File: src/rtl/lbr_pkg.sv
package lbr_pkg;
  localparam int SEL_W = 10;
  // select bit positions
  localparam int SEL_NO_KERN = 0;
  localparam int SEL_NO_USER = 1;
  localparam int SEL_CLASS0  = 2;
  localparam int SEL_CHAIN   = 9;
  // branch class codes
  localparam logic [2:0] BK_COND  = 3'd0;
  localparam logic [2:0] BK_RCALL = 3'd1;
  localparam logic [2:0] BK_ICALL = 3'd2;
  localparam logic [2:0] BK_RET   = 3'd3;
  localparam logic [2:0] BK_IJMP  = 3'd4;
  localparam logic [2:0] BK_RJMP  = 3'd5;
  localparam logic [2:0] BK_FAR   = 3'd6;
  // register addresses
  localparam logic [7:0] RA_CTRL  = 8'h00;
  localparam logic [7:0] RA_SEL   = 8'h01;
  localparam logic [7:0] RA_TOS   = 8'h02;
  localparam logic [7:0] RA_VALID = 8'h03;
  localparam logic [1:0] RA_FROM_PG = 2'b01;
  localparam logic [1:0] RA_TO_PG   = 2'b10;

  typedef struct packed {
    logic frozen;
    logic freeze_en;
    logic enable;
  } ctrl_t;
endpackage

File: src/rtl/lbr_classify.sv
module lbr_classify
  import lbr_pkg::*;
(
  input  logic             valid,
  input  logic             rec_en,
  input  logic [2:0]       kind,
  input  logic             to_user,
  input  logic [SEL_W-1:0] sel,
  output logic             push,
  output logic             pop
);
  logic cls_sup, priv_sup, take, is_call, is_ret;

  always_comb begin
    case (kind)
      BK_COND:  cls_sup = sel[SEL_CLASS0 + 0];
      BK_RCALL: cls_sup = sel[SEL_CLASS0 + 1];
      BK_ICALL: cls_sup = sel[SEL_CLASS0 + 2];
      BK_RET:   cls_sup = sel[SEL_CLASS0 + 3];
      BK_IJMP:  cls_sup = sel[SEL_CLASS0 + 4];
      BK_RJMP:  cls_sup = sel[SEL_CLASS0 + 5];
      BK_FAR:   cls_sup = sel[SEL_CLASS0 + 6];
      default:  cls_sup = 1'b1;
    endcase
    priv_sup = to_user ? sel[SEL_NO_USER] : sel[SEL_NO_KERN];
    take     = valid && rec_en && !cls_sup && !priv_sup;
    is_call  = (kind == BK_RCALL) || (kind == BK_ICALL);
    is_ret   = (kind == BK_RET);
    push     = take && (!sel[SEL_CHAIN] || is_call);
    pop      = take && sel[SEL_CHAIN] && is_ret;
  end
endmodule

File: src/rtl/lbr_ctrl.sv
module lbr_ctrl
  import lbr_pkg::*;
(
  input  logic             clk,
  input  logic             rst_n,
  input  logic             we,
  input  logic [7:0]       addr,
  input  logic [SEL_W-1:0] wdata,
  input  logic             pmi,
  output ctrl_t            ctrl,
  output logic [SEL_W-1:0] sel
);
  always_ff @(posedge clk) begin
    if (!rst_n) begin
      ctrl <= '0;
      sel  <= '0;
    end else begin
      if (we && addr == RA_CTRL) begin
        ctrl.enable    <= wdata[0];
        ctrl.freeze_en <= wdata[1];
        ctrl.frozen    <= wdata[2];
      end
      if (we && addr == RA_SEL)
        sel <= wdata;
      if (pmi && ctrl.freeze_en)
        ctrl.frozen <= 1'b1;
    end
  end
endmodule

File: src/rtl/lbr_store.sv
module lbr_store #(
  parameter int DEPTH = 16,
  parameter int AW    = 32,
  localparam int PW   = $clog2(DEPTH)
) (
  input  logic                      clk,
  input  logic                      rst_n,
  input  logic                      push,
  input  logic                      pop,
  input  logic [AW-1:0]             from_in,
  input  logic [AW-1:0]             to_in,
  output logic [PW-1:0]             tos,
  output logic [DEPTH-1:0]          valid,
  output logic [DEPTH-1:0][AW-1:0]  from_q,
  output logic [DEPTH-1:0][AW-1:0]  to_q
);
  logic [PW-1:0] tos_up, tos_dn;
  assign tos_up = tos + PW'(1);
  assign tos_dn = tos - PW'(1);

  always_ff @(posedge clk) begin
    if (!rst_n) begin
      tos   <= '0;
      valid <= '0;
    end else if (push) begin
      tos           <= tos_up;
      valid[tos_up] <= 1'b1;
    end else if (pop && valid[tos]) begin
      tos        <= tos_dn;
      valid[tos] <= 1'b0;
    end
  end

  for (genvar g = 0; g < DEPTH; g++) begin : g_slot
    always_ff @(posedge clk) begin
      if (!rst_n) begin
        from_q[g] <= '0;
        to_q[g]   <= '0;
      end else if (push && tos_up == PW'(g)) begin
        from_q[g] <= from_in;
        to_q[g]   <= to_in;
      end
    end
  end
endmodule

File: src/rtl/lbr_stack.sv
module lbr_stack
  import lbr_pkg::*;
#(
  parameter int DEPTH = 16,
  parameter int AW    = 32
) (
  input  logic             clk,
  input  logic             rst_n,
  input  logic             br_valid,
  output logic             br_ready,
  input  logic [2:0]       br_kind,
  input  logic             br_to_user,
  input  logic [AW-1:0]    br_from,
  input  logic [AW-1:0]    br_to,
  input  logic             pmi,
  input  logic             reg_we,
  input  logic [7:0]       reg_addr,
  input  logic [SEL_W-1:0] reg_wdata,
  output logic [AW-1:0]    reg_rdata
);
  localparam int PW = $clog2(DEPTH);

  ctrl_t                     ctrl_w;
  logic [SEL_W-1:0]          sel_w;
  logic                      push_w, pop_w, rec_en_w;
  logic [PW-1:0]             tos_w;
  logic [DEPTH-1:0]          valid_w;
  logic [DEPTH-1:0][AW-1:0]  from_w, to_w;
  logic [AW-1:0]             rd_next;

  assign br_ready = 1'b1;
  assign rec_en_w = ctrl_w.enable && !ctrl_w.frozen;

  lbr_ctrl u_ctrl (
    .clk(clk), .rst_n(rst_n), .we(reg_we), .addr(reg_addr),
    .wdata(reg_wdata), .pmi(pmi), .ctrl(ctrl_w), .sel(sel_w)
  );

  lbr_classify u_cls (
    .valid(br_valid), .rec_en(rec_en_w), .kind(br_kind),
    .to_user(br_to_user), .sel(sel_w), .push(push_w), .pop(pop_w)
  );

  lbr_store #(.DEPTH(DEPTH), .AW(AW)) u_store (
    .clk(clk), .rst_n(rst_n), .push(push_w), .pop(pop_w),
    .from_in(br_from), .to_in(br_to), .tos(tos_w), .valid(valid_w),
    .from_q(from_w), .to_q(to_w)
  );

  always_comb begin
    rd_next = '0;
    if (reg_addr == RA_CTRL)       rd_next = AW'(ctrl_w);
    else if (reg_addr == RA_SEL)   rd_next = AW'(sel_w);
    else if (reg_addr == RA_TOS)   rd_next = AW'(tos_w);
    else if (reg_addr == RA_VALID) rd_next = AW'(valid_w);
    else if (int'(reg_addr[5:0]) < DEPTH) begin
      if (reg_addr[7:6] == RA_FROM_PG)    rd_next = from_w[reg_addr[PW-1:0]];
      else if (reg_addr[7:6] == RA_TO_PG) rd_next = to_w[reg_addr[PW-1:0]];
    end
  end

  always_ff @(posedge clk) begin
    if (!rst_n) reg_rdata <= '0;
    else        reg_rdata <= rd_next;
  end
endmodule

File: config.mk
export PLATFORM = sky130hd
export DESIGN_NAME = lbr_stack
export DESIGN_NICKNAME = d
export VERILOG_FILES = /design/src/rtl/lbr_pkg.sv /design/src/rtl/lbr_classify.sv /design/src/rtl/lbr_ctrl.sv /design/src/rtl/lbr_store.sv /design/src/rtl/lbr_stack.sv
export SDC_FILE = /design/constraint.sdc
export NUM_CORES = 2
export LEC_CHECK = 0
export BUFFER_PORTS_ARGS = -buffer_cell sky130_fd_sc_hd__buf_2
export CELL_PAD_IN_SITES_DETAIL_PLACEMENT = 1
export CELL_PAD_IN_SITES_GLOBAL_PLACEMENT = 1
export CORE_UTILIZATION = 25
export CTS_BUF_LIST = sky130_fd_sc_hd__clkbuf_8
export CTS_CLUSTER_SIZE = 10
export DETAILED_ROUTE_END_ITERATION = 16
export MAX_ROUTING_LAYER = met4
export PLACE_DENSITY = 0.59
export SLEW_MARGIN = 20
export SYNTH_ARGS = -nofsm -noshare
export SYNTH_HDL_FRONTEND = slang
export SYNTH_HIERARCHICAL = 1
export SYNTH_SLANG_ARGS = --single-unit
File: constraint.sdc
create_clock -name clk -period 6.5 [get_ports clk]
set_input_delay 0.325 -clock clk [delete_from_list [all_inputs] [get_ports clk]]
set_output_delay 0.325 -clock clk [all_outputs]
set_load 0.1 [all_outputs]
# Yosys cells after proc, flatten, opt, wreduce, memory -nomap -nowiden
# Cells that the tools add are included.
# word_totals
reg_bits	1089
inputBits	91
output_inout_bits	33
elab_cells	149
# op_classes
add_sub_neg	2
n_lt_le_gt_ge	6
eq_ne	26
muxes	25
n_bitwise	5
reduce_logical	43
# op_table
operator	n
$bmux W32 S4	2
$mux W32	4
$mux W16	4
$eq A4 B4 Y1 const B	8
$logic_and A1 B1 Y1	29
$mux W10	2
$and A16 B16 Y16	1
$eq A4 B3 Y1 const B	4
$eq A8 B2 Y1 const B	2
$not A16 Y16	1
$or A16 B16 Y16	1
$lt A4 B5 Y1 const B	3
$eq A3 B3 Y1 const B	3
$demux W1 S4	2
$eq A4 B2 Y1 const B	2
$eq A8 B1 Y1 const B	1
$ge A4 B1 Y1 const B	2
$logic_not A8 Y1	1
$mux W4	2
$pmux W1 S7	1
$eq A3 B2 Y1 const B	2
$lt A6 B5 Y1 const B	1
$mux W3	2
$reduce_or A6 Y1	1
other kinds (16)	26

# Logic depth before layout (Yosys ltp)
# logic_depth
word_depth	10
mapped_depth	12

# Modules after synthesis
# The synthesis kept the hierarchy.
# modules_own_cells
mod	n_inst	cells_per_inst	area_each_um2	seq_area_each_um2
lbr_store	1	4842	38704.6	20900.0
lbr_stack	1	648	9192.6	640.6
lbr_ctrl	1	59	545.5	260.2
lbr_classify	1	19	128.9	0.0

# Least setup slack after synthesis
# OpenSTA, ideal clock, no wires.
# synth_path
kind	in2reg
from	input br_kind[0]
to	register u_store/from_q[373] (netlist name)
setup_time_ns	0.070
arrival_time_ns	2.392
required_ns	6.430
slack_ns	4.037
stages	12
path_buffers	5
path_cell_list	inv_1 -> a221o_1 -> a221o_1 -> nor2_1 -> clkbuf_1 -> buf_2 -> and2_1 -> buf_2 -> buf_2 -> clkbuf_1 -> nand3_1 -> a21oi_1
# synth_between
elab_chain_cells	7
word_cells_on_any_way	15
# synth_rtl
item	line	text
from (decl)	lbr_stack.sv:11	input logic [2:0] br_kind,
$eq A3 B3 Y1, or another cell as far along	lbr_classify.sv:15	case (kind)
$pmux W1 S7	lbr_classify.sv:15	
$logic_not A1 Y1	lbr_classify.sv:26	take = valid && rec_en && !cls_sup && !priv_sup;
$logic_and A1 B1 Y1 (2 in a row)	lbr_classify.sv:26	
$logic_and A1 B1 Y1 (*)	lbr_classify.sv:29	push = take && (!sel[SEL_CHAIN] || is_call);
via push_w	lbr_stack.sv:25	logic push_w, pop_w, rec_en_w;
$logic_and A1 B1 Y1 (*)	lbr_store.sv:39	end else if (push && tos_up == PW'(g)) begin
to (signal, indexed assignment)	lbr_store.sv:40	from_q[g] <= from_in;
to (decl)	lbr_store.sv:14	output logic [DEPTH-1:0][AW-1:0] from_q,
# The timed path passes the listed nets; every way through them passes the cells marked *.
# A chain may end at the register's enable or synchronous reset.

# Final worst setup path
# layout_path
from	register u_ctrl.sel[4]
to	register u_store/to_q[149] (netlist name)
# layout_between
elab_chain_cells	6
# layout_rtl
item	line	text
from (decl)	lbr_ctrl.sv:11	output logic [SEL_W-1:0] sel
from (signal assigned)	lbr_ctrl.sv:24	sel <= wdata;
$pmux W1 S7	lbr_classify.sv:15	
$logic_not A1 Y1	lbr_classify.sv:26	
$logic_and A1 B1 Y1 (2 in a row)	lbr_classify.sv:26	
$logic_and A1 B1 Y1	lbr_classify.sv:29	
via push_w	lbr_stack.sv:25	
$logic_and A1 B1 Y1	lbr_store.sv:39	
to (signal, indexed assignment)	lbr_store.sv:41	to_q[g] <= to_in;
to (decl)	lbr_store.sv:15	output logic [DEPTH-1:0][AW-1:0] to_q
# The timed path passes the listed nets, and every way through them passes these cells.

==> flow_summary.ini <==
[timing]
final_period_minus_worst_setup_slack_ns = 4.22
slew_margin_rel = 0.141
post_route_skew_ns = 0.0756
worst-slew-pin-transition_ns = 1.29
setup_viol = 0
final-hold-violation-count = 0
layout_worst_path_cycle_share = 0.649
achievable-frequency_mhz = 237
finalSetupTns_ns = 0
grt_setup_unrepaired = false
final-max-slew-violation-count = 0

[cells_and_area]
finish.instance_area_um2 = 55300
final_std_cells_w_o_fill = 8072
seq_area_um2 = 21800
area_growth_pct = 13.9
final_common_cell = sky130_fd_sc_hd__nand2_1
multi_input_comb_area_um2 = 23900
fin_nets = 5493
layout.cells.most_common_list = 1,123 x sky130_fd_sc_hd__nand2_1, 1,089 x sky130_fd_sc_hd__dfxtp_1, 1,043 x sky130_fd_sc_hd__a21oi_1
n_fill_cell = 22261
drive_above_1_share = 0.148

[route]
routed-wl-met2_mm = 94.7
wl_per_cell_um = 24.9
route.antenna.remaining_nets = 0
route.top_layer_used = met4
vias_per_cell = 5.34
drt-pass1-iter-count = 7
detail_route.wirelength.met1_mm = 89.0
finalWirelength_mm = 201
drc = 0
dr_wl_met3_mm = 10.9
dr_total_vias = 43108
detail_route.iter0.violations = 4039

[clock_network]
clock_insertion_delay_worst_skew_ns = 0.96
cts_resized = 0
clk_pin_slew_worst_paths_ns = 0.06
clock_tree.htree_level_count = 4
tritoncts_clock_tree = built
cts-buffers-inserted = 194
clock_tree.buffer_depth = 3
cts_hold_repair.buffers = 106
clk_root_buffer_cell = sky130_fd_sc_hd__clkbuf_8
postCtsSetupBuffers = 0
cts_sinks = 1089

[outcome]
outcome = complete, no violations

[place]
postPlaceCellArea_um2 = 50400
place_inst = 7618
post-dp-hpwl_mm = 108
numPortBuffers = 122
place_congestion = 0.822

[power]
vdd.ir_drop.worst_mv = 0.207
power_leakage_nw = 17.5
total_power_w = 0.0138
power.density_nw_per_um2 = 249

[worst_hold_path]
min-delay-path-class = input pin to register
min-delay-start = br_to_user

[critical_path]
timing.critical_path.slowest_cell_delay_ns = 0.87
worst_setup_path_endpoint = u_store/to_q[149]
reg2regPathDepth = 9
critical_path.n_buffers_inverters = 2
library_cell_contributing_the_largest_single_delay_on_the_critical_path = sky130_fd_sc_hd__nand3_4
critPathTopFamily = simple AND/OR/NAND/NOR gates
data_required_critical_path_ns = 7.29
r2r-start = u_ctrl/sel[4]
critPathCaptureType = register
worst_setup_start_kind = register
timing.critical_path.cells = a221o_1 -> a221o_1 -> nor2_1 -> buf_4 -> and2_4 -> nand3_4 -> buf_4 -> nand2_1 -> a21oi_1
critical_path.startpoint = u_ctrl/sel[4]
kind_of_critical_path = register to register
r2r-end = u_store/to_q[149]
critPathArrivalTime_ns = 5.01
r2r_setup_slack_ns = 2.28
crit_cells = 9
critPathMaxFanout = 40

[synth]
synth-warning-count = 6
ys_seq_elements = 1089
syn-cell-area_um2 = 48600
number_of_instances_in_the_synthesized_netlist = 5568
synth_cell_type_count = 72
syn-num-nets = 5667
post_syn_area_per_cell_um2 = 8.72
synth_edf_count = 0
ys_dominant_reg_cell = sky130_fd_sc_hd__dfxtp_1
asr_flop_ratio_synth = 0
synth_sequential_area_ratio = 0.449

[floorplanning]
row_count = 161
die-width_um = 443
placeableCoreArea_um2 = 193000
top_level_ports = 124
design.die.area_um2 = 196000
initial_core_util = 0.252
chipHeight_um = 443

[job]
maxCapViolCount = 0

[global_route]
grt_max_degree = 185
first_global_vias = 44024
grtUsageTotal = 0.206
global_route.overflow_total = 0
wire_length_of_the_first_global_routing_pass_mm = 299
antenna_violations_before_repair = 27
-- routing by layer --
| metal | track usage | up-vias |
|---|---|---|
| met4 | 0.0708 | 0 |
| li1 | - | 19266 |
| met5 | - | - |
| met1 | 0.266 | 22179 |
| met2 | 0.325 | 1325 |
| met3 | 0.0321 | 338 |
-- worst min path at each step --
stage / endpoint / cells after the start
after floorplan: u_store/to_q[0] / 2
after global placement: u_store/from_q[131] / 2
after detailed placement: u_store/from_q[194] / 2
after CTS: u_store/tos[1] / 6
after global routing: u_store/tos[1] / 6
final: u_store/tos[1] / 6
-- where the power goes --
part	total [W]	internal, W	switching, W
clock network	0.00651	0.00341	0.00310
logic	0.000598	0.000166	0.000431
registers	0.00668	0.00668	0.000000365
-- sequential cells by signal, indices dropped and copies added, names as in the netlist --
signal and count:
u_store/from_q 512, u_store/to_q 512, reg_rdata 32, u_store/valid 16, u_ctrl/sel 10, u_store/tos 4, u_ctrl/ctrl 3
-- worst reg2reg max path, delay by kind of cell, from the launching register on --
family / cells / cell delay, ns
AO/OA/AOI/OAI: 3 / 0.76
buffers and inverters: 2 / 0.95
flip-flops: 1 / 0.33
AND/OR/NAND/NOR: 4 / 2.03
-- kinds of logic after synthesis --
group           share of synthesized area
fa+ha+maj                         0.00206
compound gates                      0.179
mux                                 0.150
buf+inv                            0.0635
flops                               0.449
simple gates                        0.156
other cells                     0.0000772
xor+xnor                         0.000180
-- synth_stat cells, types with 3 or more instances --
library cell                   n  share of area
sky130_fd_sc_hd__a21o_1        4        0.00062
sky130_fd_sc_hd__nand3_2       8         0.0016
sky130_fd_sc_hd__dfxtp_1    1089           0.45
sky130_fd_sc_hd__inv_1         7        0.00054
sky130_fd_sc_hd__clkbuf_1    355          0.027
sky130_fd_sc_hd__a221oi_1      6         0.0011
sky130_fd_sc_hd__o211ai_1      6        0.00093
sky130_fd_sc_hd__mux2_2       11         0.0026
sky130_fd_sc_hd__o22ai_1       6        0.00077
sky130_fd_sc_hd__nand2b_1      5        0.00064
sky130_fd_sc_hd__buf_4        57         0.0088
sky130_fd_sc_hd__nor2b_1      14         0.0018
sky130_fd_sc_hd__a31oi_1       6        0.00077
sky130_fd_sc_hd__or4_1         4        0.00062
sky130_fd_sc_hd__nor3_2       10         0.0021
sky130_fd_sc_hd__nand3_1     521          0.054
sky130_fd_sc_hd__o221a_2       8         0.0019
sky130_fd_sc_hd__buf_2       172          0.018
sky130_fd_sc_hd__o31ai_1       3        0.00046
sky130_fd_sc_hd__mux4_2      291           0.13
sky130_fd_sc_hd__a2111oi_0     4        0.00072
sky130_fd_sc_hd__a41oi_1       4        0.00072
sky130_fd_sc_hd__and2_1       10         0.0013
sky130_fd_sc_hd__nor2_1       20         0.0015
sky130_fd_sc_hd__o311a_1       4        0.00082
sky130_fd_sc_hd__nor3_1       16         0.0016
sky130_fd_sc_hd__buf_6        12         0.0028
sky130_fd_sc_hd__o311ai_0      3        0.00054
sky130_fd_sc_hd__mux2i_1      52          0.011
sky130_fd_sc_hd__o21ai_0     525          0.054
sky130_fd_sc_hd__ha_1          8         0.0021
sky130_fd_sc_hd__a22o_1       16         0.0029
sky130_fd_sc_hd__o32ai_1       5        0.00090
sky130_fd_sc_hd__a21oi_1    1043           0.11
sky130_fd_sc_hd__nand2_1    1127          0.087
sky130_fd_sc_hd__a211o_1       7         0.0013
sky130_fd_sc_hd__o31a_1        3        0.00054
sky130_fd_sc_hd__nor4_1        7        0.00090
sky130_fd_sc_hd__buf_1        78         0.0060
-- through the flow --
step           utilization  worst slack [ns]  hold WS (ns)
2_1_floorplan            -              4.04         0.432
6_report             0.287              2.28         0.113
4_1_cts              0.287              2.39       0.00264
5_1_grt              0.287              2.25        0.0894
3_5_place_dp         0.261              2.23         0.446
3_3_place_gp         0.261              2.27         0.438
-- final cells by class --
type,count,share of cell area
diodes,9,0.000407
clock buffers,240,0.0597
clock inverters,99,0.0100
inverters,10,0.000905
multi-input cells,3795,0.432
flip-flops and latches,1089,0.394
well taps,2526,0.0571
repair buffers,304,0.0460
No activity file was read; power rests on OpenSTA's default activity.
